$ cat src/rtl/mfm_am_pkg.sv
`timescale 1ns/1ps
package mfm_am_pkg;
  typedef enum logic {
    MK_HEADER = 1'b0,
    MK_DATA   = 1'b1
  } mark_kind_e;

  localparam int unsigned CHAN_WORD_W = 16;
endpackage

$ cat src/rtl/mfm_zrun_qual.sv
`timescale 1ns/1ps
// Qualifies the alternating preamble run and opens a bounded window
// in which the address mark has to complete.
module mfm_zrun_qual #(
  parameter int unsigned ZRUN_MIN = 32,
  parameter int unsigned WIN_LEN  = 16
) (
  input  logic clk,
  input  logic rst_n,
  input  logic slot_stb,
  input  logic chan_bit,
  input  logic clr,
  input  logic hold,
  output logic armed
);
  localparam int unsigned RW = $clog2(ZRUN_MIN + 1);
  localparam int unsigned WW = $clog2(WIN_LEN + 1);
  localparam logic [RW-1:0] RUN_TOP  = RW'(ZRUN_MIN);
  localparam logic [WW-1:0] WIN_LAST = WW'(WIN_LEN - 1);

  logic          prev_bit;
  logic          have_prev;
  logic          in_win;
  logic          alt;
  logic [RW-1:0] run_cnt;
  logic [WW-1:0] win_cnt;

  assign alt   = have_prev && (chan_bit != prev_bit);
  assign armed = (run_cnt == RUN_TOP);

  always_ff @(posedge clk) begin
    if (!rst_n) begin
      prev_bit  <= 1'b0;
      have_prev <= 1'b0;
      in_win    <= 1'b0;
      run_cnt   <= '0;
      win_cnt   <= '0;
    end else if (clr || hold) begin
      have_prev <= 1'b0;
      in_win    <= 1'b0;
      run_cnt   <= '0;
      win_cnt   <= '0;
    end else if (slot_stb) begin
      prev_bit  <= chan_bit;
      have_prev <= 1'b1;
      if (in_win) begin
        if (win_cnt == WIN_LAST) begin
          in_win  <= 1'b0;
          win_cnt <= '0;
          run_cnt <= '0;
        end else begin
          win_cnt <= win_cnt + 1'b1;
        end
      end else if (alt) begin
        if (!armed) run_cnt <= run_cnt + 1'b1;
      end else if (armed) begin
        in_win  <= 1'b1;
        win_cnt <= WW'(1);
      end else begin
        run_cnt <= '0;
      end
    end
  end

  // the mark window only exists on top of a qualified run
  p_window_armed_r7: assert property (@(posedge clk) disable iff (!rst_n)
    in_win |-> armed);

  // the window closes after its last slot
  p_window_closes_r7: assert property (@(posedge clk) disable iff (!rst_n)
    (in_win && slot_stb && win_cnt == WIN_LAST) |=> !in_win);
endmodule

$ cat src/rtl/mfm_mark_match.sv
`timescale 1ns/1ps
// 16-slot shift register compared against both illegal mark words.
module mfm_mark_match #(
  parameter int unsigned       WORD_W   = 16,
  parameter logic [WORD_W-1:0] HDR_WORD = 16'h4489,
  parameter logic [WORD_W-1:0] DAT_WORD = 16'h4442
) (
  input  logic clk,
  input  logic rst_n,
  input  logic slot_stb,
  input  logic chan_bit,
  output logic hit_hdr,
  output logic hit_dat
);
  logic [WORD_W-1:0] shreg;
  logic [WORD_W-1:0] word_nxt;

  assign word_nxt = {shreg[WORD_W-2:0], chan_bit};

  always_ff @(posedge clk) begin
    if (!rst_n)        shreg <= '0;
    else if (slot_stb) shreg <= word_nxt;
  end

  assign hit_hdr = slot_stb && (word_nxt == HDR_WORD);
  assign hit_dat = slot_stb && (word_nxt == DAT_WORD);

  // a slot can match at most one mark kind
  p_one_kind_r3: assert property (@(posedge clk) disable iff (!rst_n)
    !(hit_hdr && hit_dat));
endmodule

$ cat src/rtl/mfm_lock_ctl.sv
`timescale 1ns/1ps
// Lock state, mark kind, byte phase and idle-gap supervision.
module mfm_lock_ctl #(
  parameter int unsigned WORD_W  = 16,
  parameter int unsigned GAP_MAX = 64
) (
  input  logic clk,
  input  logic rst_n,
  input  logic slot_stb,
  input  logic resync,
  input  logic hit,
  input  logic hit_data,
  output logic clr,
  output logic locked,
  output logic kind,
  output logic byte_stb
);
  localparam int unsigned PW = $clog2(WORD_W);
  localparam int unsigned GW = $clog2(GAP_MAX + 1);
  localparam logic [PW-1:0] PH_LAST  = PW'(WORD_W - 1);
  localparam logic [GW-1:0] GAP_LAST = GW'(GAP_MAX - 1);

  logic [PW-1:0] phase;
  logic [GW-1:0] gap_cnt;
  logic          gap_exp;

  assign gap_exp = !slot_stb && (gap_cnt == GAP_LAST);
  assign clr     = resync || gap_exp;

  always_ff @(posedge clk) begin
    if (!rst_n)                  gap_cnt <= '0;
    else if (slot_stb || gap_exp) gap_cnt <= '0;
    else                         gap_cnt <= gap_cnt + 1'b1;
  end

  always_ff @(posedge clk) begin
    if (!rst_n) begin
      locked   <= 1'b0;
      kind     <= mfm_am_pkg::MK_HEADER;
      phase    <= '0;
      byte_stb <= 1'b0;
    end else begin
      byte_stb <= 1'b0;
      if (clr) begin
        locked <= 1'b0;
        kind   <= mfm_am_pkg::MK_HEADER;
        phase  <= '0;
      end else if (hit && !locked) begin
        locked <= 1'b1;
        kind   <= hit_data;
        phase  <= '0;
      end else if (locked && slot_stb) begin
        phase    <= (phase == PH_LAST) ? '0 : phase + 1'b1;
        byte_stb <= (phase == PH_LAST);
      end
    end
  end

  p_lock_on_hit_r2: assert property (@(posedge clk) disable iff (!rst_n)
    $rose(locked) |-> $past(hit));

  p_strobe_locked_r8: assert property (@(posedge clk) disable iff (!rst_n)
    byte_stb |-> locked);

  p_strobe_single_r8: assert property (@(posedge clk) disable iff (!rst_n)
    byte_stb |=> !byte_stb);

  p_kind_held_r9: assert property (@(posedge clk) disable iff (!rst_n)
    (locked && $past(locked)) |-> $stable(kind));

  p_resync_unlocks_r10: assert property (@(posedge clk) disable iff (!rst_n)
    resync |=> !locked);

  p_gap_unlocks_r11: assert property (@(posedge clk) disable iff (!rst_n)
    gap_exp |=> !locked);
endmodule

$ cat src/rtl/mfm_am_detect.sv
`timescale 1ns/1ps
module mfm_am_detect #(
  parameter int unsigned                         ZRUN_MIN = 32,
  parameter int unsigned                         GAP_MAX  = 64,
  parameter int unsigned                         WORD_W   = mfm_am_pkg::CHAN_WORD_W,
  parameter logic [mfm_am_pkg::CHAN_WORD_W-1:0]  HDR_WORD = 16'h4489,
  parameter logic [mfm_am_pkg::CHAN_WORD_W-1:0]  DAT_WORD = 16'h4442
) (
  input  logic clk,
  input  logic rst_n,
  input  logic slot_stb,
  input  logic chan_bit,
  input  logic resync,
  output logic locked,
  output logic mark_kind,
  output logic byte_stb
);
  logic armed;
  logic clr;
  logic hit_hdr;
  logic hit_dat;
  logic hit;

  mfm_zrun_qual #(.ZRUN_MIN(ZRUN_MIN), .WIN_LEN(WORD_W)) u_zrun (
    .clk      (clk),
    .rst_n    (rst_n),
    .slot_stb (slot_stb),
    .chan_bit (chan_bit),
    .clr      (clr),
    .hold     (locked),
    .armed    (armed)
  );

  mfm_mark_match #(.WORD_W(WORD_W), .HDR_WORD(HDR_WORD), .DAT_WORD(DAT_WORD)) u_match (
    .clk      (clk),
    .rst_n    (rst_n),
    .slot_stb (slot_stb),
    .chan_bit (chan_bit),
    .hit_hdr  (hit_hdr),
    .hit_dat  (hit_dat)
  );

  assign hit = armed && (hit_hdr || hit_dat);

  mfm_lock_ctl #(.WORD_W(WORD_W), .GAP_MAX(GAP_MAX)) u_lock (
    .clk      (clk),
    .rst_n    (rst_n),
    .slot_stb (slot_stb),
    .resync   (resync),
    .hit      (hit),
    .hit_data (hit_dat),
    .clr      (clr),
    .locked   (locked),
    .kind     (mark_kind),
    .byte_stb (byte_stb)
  );

  // alignment is never claimed without a qualified run behind it
  p_lock_needs_run_r5: assert property (@(posedge clk) disable iff (!rst_n)
    $rose(locked) |-> $past(armed));
endmodule

$ cat config.mk
export PLATFORM = sky130hd
export DESIGN_NAME = mfm_am_detect
export DESIGN_NICKNAME = d
export VERILOG_FILES = /design/src/rtl/mfm_am_pkg.sv /design/src/rtl/mfm_zrun_qual.sv /design/src/rtl/mfm_mark_match.sv /design/src/rtl/mfm_lock_ctl.sv /design/src/rtl/mfm_am_detect.sv
export SDC_FILE = /design/constraint.sdc
export NUM_CORES = 1
export LEC_CHECK = 0
export BUFFER_PORTS_ARGS = -buffer_cell sky130_fd_sc_hd__buf_2
export CAP_MARGIN = 20
export CORE_MARGIN = 10
export CORE_UTILIZATION = 60
export DETAILED_ROUTE_END_ITERATION = 12
export PLACE_DENSITY = 0.87
export SLEW_MARGIN = 20
export SYNTH_ARGS = -nofsm -noshare
export SYNTH_HDL_FRONTEND = slang
export SYNTH_SLANG_ARGS = --single-unit
$ cat constraint.sdc
create_clock -name clk -period 4.4 [get_ports clk]
set_input_delay 0.44 -clock clk [delete_from_list [all_inputs] [get_ports clk]]
set_output_delay 0.44 -clock clk [all_outputs]
set_load 0.02 [all_outputs]
# Yosys cells after proc, flatten, opt, wreduce, memory -nomap -nowiden

Cells that the tools add are included.

Add/sub/neg operators: 4
$mul: 0
Div/mod/pow operators: 0
Order comparisons: 0
Equality and inequality tests: 10
Shift operators: 0
Multiplexer cells: 14
Bitwise logic cells: 3
Reductions and logical operators: 22

Operators by type and width:

| operator             | count |
|---|---|
| $eq 16x15->1 const B | 2 |
| $mux 6               | 5 |
| $mux 5               | 4 |
| $add 7x1->7 const B  | 1 |
| $eq 7x6->1 const B   | 1 |
| $logic_and 1x1->1    | 7 |
| $add 6x1->6 const B  | 1 |
| $eq 6x6->1 const B   | 1 |
| $reduce_and 3->1     | 2 |
| $reduce_or 2->1      | 3 |
| $add 5x1->5 const B  | 1 |
| $eq 5x4->1 const B   | 1 |
| $add 4x1->4 const B  | 1 |
| $eq 4x4->1 const B   | 1 |
| $logic_or 1x1->1     | 4 |
| $mux 1               | 4 |
| $mux 4               | 1 |
| $ne 2x1->1 const B   | 2 |
| $reduce_or 4->1      | 1 |
| $not 1->1            | 3 |
| $reduce_or 3->1      | 1 |
| $logic_not 1->1      | 2 |
| $ne 2x2->1 const B   | 1 |
| $reduce_and 2->1     | 1 |
| other kinds (2)      | 2 |

Register bits: 43
Latch bits: 0
Bits in writable memories: 0
Memory bits (read-only): 0
Input bits: 5
Output and inout bits: 3
Memories: 0

# Logic depth before layout (Yosys ltp)

Depth after elaboration: 6
Gate-level depth with buffers: 6
Mapped depth without buffers: 6

# Modules after synthesis

A second synthesis with hierarchy kept.

Cells, all modules: 210
Area, all modules: 2069.5 µm²

By module, submodules not included:

| module         | instances | cells each | area an instance (µm²) | sequential area each (µm²) |
|---|---|---|---|---|
| mfm_zrun_qual  | 1         | 87         | 762.0                  | 280.3 |
| mfm_mark_match | 1         | 57         | 658.1                  | 300.3 |
| mfm_lock_ctl   | 1         | 65         | 641.9                  | 280.3 |
| mfm_am_detect  | 1         | 1          | 7.5                    | 0.0 |

# Least setup slack after synthesis

No wires, ideal clock.

Path type: flip-flop to flip-flop
Start point: reg u_zrun.win_cnt[0]
End point: reg u_zrun.run_cnt[5]
Arrival time: 1.611 ns
Required time: 4.334 ns
Setup slack: 2.723 ns
Cell stages (with the launch flop): 6
Path buffers: 0
Clock period less this slack: 1.677 ns
Cells stage by stage: dfxtp_1 -> ha_1 -> nand4b_4 -> a21o_1 -> or4_4 -> a21oi_2

Cells in the longest elaborated chain, start to end: 3

Ends and longest elaborated chain:

| what                       | line                | RTL |
|---|---|---|
| start, declared            | mfm_zrun_qual.sv:26 | `logic [WW-1:0] win_cnt;` |
| start signal, assigned     | mfm_zrun_qual.sv:52 | `win_cnt <= win_cnt + 1'b1;` |
| $eq 5x4->1                 | mfm_zrun_qual.sv:47 | `if (win_cnt == WIN_LAST) begin` |
| $ne 2x2->1 (no line)       | -                   |  |
| $reduce_and 3->1 (no line) | -                   |  |
| end signal, assigned       | mfm_zrun_qual.sv:55 | `if (!armed) run_cnt <= run_cnt + 1'b1;` |
| end, declared              | mfm_zrun_qual.sv:25 | `logic [RW-1:0] run_cnt;` |

No other way between the ends.
A chain may end at the register's enable or synchronous reset.

# Final worst setup path

Start point: in slot_stb
End point: reg u_zrun.run_cnt[1]

Cells in the longest elaborated chain, start to end: 5
Elaborated cells between the ends (all ways): 6
Classes of those cells: 6 x reduce/logical

Ends and longest elaborated chain:

| what                      | line                | RTL |
|---|---|---|
| start, declared           | mfm_am_detect.sv:11 | `input logic slot_stb,` |
| $logic_not 1->1           | mfm_lock_ctl.sv:27  | `assign gap_exp = !slot_stb && (gap_cnt == GAP_LAST);` |
| $logic_and 1x1->1         | mfm_lock_ctl.sv:27  |  |
| $logic_or 1x1->1          | mfm_lock_ctl.sv:28  | `assign clr = resync \|\| gap_exp;` |
| $logic_or 1x1->1          | mfm_zrun_qual.sv:38 | `end else if (clr \|\| hold) begin` |
| $reduce_or 2->1 (no line) | -                   |  |

Parallel ways exist; a longest one is shown, timed or not.

==> summary.md <==
| Metric | Value |
|---|---|
| Post-synthesis mux area share | `between 8 and 9%` |
| Total vias in the final route | `approximately 1,500` |
| Main synth FF type | `dfxtp_1` |
| Tot GR Track Use | `about an eighth` |
| Met2 Wirelength | `around 1700 µm` |
| Later-pin clock latency in the skew report | `between 0.3 and 0.4 ns` |
| Synth async-reset ratio | `0%` |
| Antenna cells | `0` |
| CORE AREA | `between 3000 and 4000 µm²` |
| Vias in the first global route | `between 1,500 and 2,000` |
| Synth Area in Adders | `about 3.2%` |
| Synth Area in Simple Gates | `between 20% and 30%` |
| Largest net degree at the start of global routing | `30` |
| Syn nets | `around 220` |
| Avg WL per Cell | `13.1 µm` |
| Buffers on Ports | `7` |
| Reg-to-reg setup timing slack | `~2.5 ns` |
| I/O Pins | `8` |
| Met1 wire length | `around 1600 µm` |
| Clock buffer depth | `2` |
| Post-Syn Area | `just under 2000 µm²` |
| CTS H-tree lvls | `2` |
| CP max FO | `29` |
| Fin crit share | `42.5%` |
| CTS sink cnt | `43` |
| EDFF count, synth | `0` |
| Post-DRT Antenna Nets | `0` |
| Status | `finished clean` |
| Worst setup margin | `2.53 ns` |
| CTS Hold Bufs | `0` |
| Compound-cell area share of the yosys netlist | `approximately 12%` |
| CTS Root Cell | `clkbuf_4` |
| Cell Pwr Density | `296 nW/µm²` |
| Setup-failing EPs final | `0` |
| Hold Path End | `u_zrun.prev_bit` |
| Die Area | `approximately 6000 µm²` |
| Share of layout cells above drive strength 1 | `between 10% and 20%` |
| Sequential share of the synthesized area | `43.6%` |
| Antenna violations before repair | `0` |
| Via density per instance | `roughly 5.7` |
| Hold Path Class | `in -> reg` |
| Routability congestion estimate | `around 0.83` |
| Yosys synthesis warning count | `0` |
| Xor-xnor portion of the synthesized cell area | `around 3.1%` |
| Number of max-cap violations | `0` |
| Detailed Routing Iterations Pass 1 | `4` |
| Max-slew violations | `0` |
| Setup CP Type | `in -> reg` |
| Global-route wire length before repair | `about 6400 µm` |
| Critical Path Sink Type | `register` |
| Crit path time final | `1.87 ns` |
| #FFs+latches synth | `43` |
| Setup bufs post-CTS | `0` |
| Post-CTS resize count | `0` |
| Startpoint Class | `input pin` |
| Reg2reg end | `u_zrun.run_cnt[5]` |
| DRC | `0` |
| VDD IR max | `between 200 and 250 µV` |
| Die H | `roughly 77 µm` |
| Worst-path clk slew | `approximately 0.12 ns` |
| Met3 wire length | `133 µm` |
| Initial core utilization | `a little under two thirds` |
| Nets | `230` |
| HPWL Detailed | `roughly 2500 µm` |
| RSZ-0062 raised after global routing | `false` |
| Worst slew pin tran | `roughly 0.66 ns` |
| Data required, critical path | `about 4.7 ns` |
| Clk_skew | `0.0137 ns` |
| Unique masters post-synth | `between 40 and 50` |
| Max_slew headroom | `between 50% and 60%` |
| Final Hold Vio Count | `0` |
| Area growth syn-to-layout | `6.14%` |
| Largest family of logic cells by synthesized area | `simple AND/OR/NAND/NOR gates` |
| Lkg Pwr | `slightly below 0.8 nW` |
| CTS tree | `yes` |
| Crit path DAT | `between 2 and 2.5 ns` |
| Hold slack | `0.407 ns` |
| DRT iter0 DRCs | `96` |
| Setup TNS | `0 ns` |
| Fmax | `between 500 and 600 MHz` |
| Avg Inst Size Synth | `about 9.4 µm²` |
| DP Worst Slack | `around 2.1 ns` |
| Reg2Reg Launch Point | `u_zrun.win_cnt[0]` |
| Chip Width | `roughly 77 µm` |
| R2R depth | `5` |
| Routed WL | `between 3000 and 4000 µm` |
| # rows | `20` |
| Hold Path Depth | `3` |
| GRT overflow | `0` |
| Cell count after synthesis | `between 200 and 250` |
| Min-delay src | `chan_bit` |
| Clock buffer count from CTS | `5` |
| Top layer in use | `met4` |
## layer usage
layer	vias up	track usage, %
met4	0	4.20
met2	26	20.7
li1	772	-
met1	693	14.7
met5	-	0
met3	8	4.15
## logic make-up after synthesis
group	Yosys count
compound gates	38
xor+xnor	7
fa+ha+maj	5
mux	17
simple gates	87
buf+inv	14
flops	43
## layout make-up
class	count	area, µm²
clock buffers	6	41.3
clock inverters	2	12.5
fillers	264	1010
inverters	9	33.8
multi-input cells	154	1060
flip-flops and latches	43	861
well taps	44	55.1
repair buffers	7	35.0
## synthesized netlist by cell type (all sizes together) (4+ instances only)
| cell type | instances | area [µm²] |
|---|---|---|
| a21oi | 16 | 83.8 |
| buf | 4 | 18.8 |
| dfxtp | 43 | 861 |
| ha | 5 | 62.6 |
| inv | 9 | 33.8 |
| mux2i | 17 | 170 |
| nand2 | 11 | 41.3 |
| nand3 | 11 | 55.1 |
| nor2 | 12 | 45.0 |
| nor2b | 19 | 119 |
| nor3 | 10 | 50.1 |
| nor4b | 4 | 50.1 |
| o21ai | 9 | 45.0 |
| xor2 | 4 | 35.0 |
## layout by cell type, fill, tap and decap left out, drive strengths merged, types with 2 or more instances in the layout
| cell | instances |
|---|---|
| clkbuf | 6 |
| nand2b | 2 |
| a211oi | 2 |
| o21ba | 3 |
| buf | 7 |
| mux2i | 17 |
| nor4b | 4 |
| xor2 | 4 |
| nor2b | 19 |
| o31a | 2 |
| nor4bb | 2 |
| and3 | 3 |
| nor3 | 10 |
| nand4b | 2 |
| nor2 | 12 |
| inv | 9 |
| dfxtp | 43 |
| nand4 | 3 |
| nand2 | 11 |
| o21ai | 9 |
| nor3b | 2 |
| xnor2 | 3 |
| a21oi | 16 |
| or4 | 2 |
| nand3b | 2 |
| ha | 5 |
| nand3 | 11 |
## flip-flops by register name, indices dropped and copies added, names as in the netlist
register	count
u_lock.byte_stb	1
u_lock.locked	1
u_zrun.win_cnt	5
u_match.shreg	15
u_zrun.have_prev	1
u_lock.kind	1
u_zrun.run_cnt	6
u_lock.phase	4
u_zrun.prev_bit	1
u_zrun.in_win	1
u_lock.gap_cnt	7
## worst max-delay path, cell delays in order
cell	delay, ns
buf_2	0.31
nand4b_1	0.31
o211ai_1	0.53
a311o_1	0.34
o21ba_2	0.20
## power by group
group / leakage (nW) / internal, mW / switching, mW
sequential: 0.347 / 0.393 / 0.00353
clock: 0.0282 / 0.0618 / 0.127
combinational: 0.419 / 0.0147 / 0.0200
total: 0.795 / 0.469 / 0.151
## stage by stage
stage               total power, mW  area (µm²)  cells  utilization, %
global route                  0.644        2100    265            67.6
floorplan                     0.432        1980    211               -
global placement              0.439        2040    257            65.8
detailed placement            0.440        2040    257            65.8
finish                        0.620        2100    265            67.6
CTS                           0.624        2100    265            67.6
## how the worst max path moves through the flow
stage	from	endpoint	slack (ns)
3_3_place_gp	slot_stb	u_zrun.run_cnt[1]	2.23
6_report	slot_stb	u_zrun.run_cnt[1]	2.53
2_1_floorplan	u_zrun.win_cnt[0]	u_zrun.run_cnt[5]	2.72
4_1_cts	slot_stb	u_zrun.run_cnt[1]	2.51
3_5_place_dp	slot_stb	u_zrun.run_cnt[1]	2.12
5_1_grt	u_zrun.run_cnt[0]	u_lock.phase[0]	2.32
No activity file was read; power rests on OpenSTA's default activity.
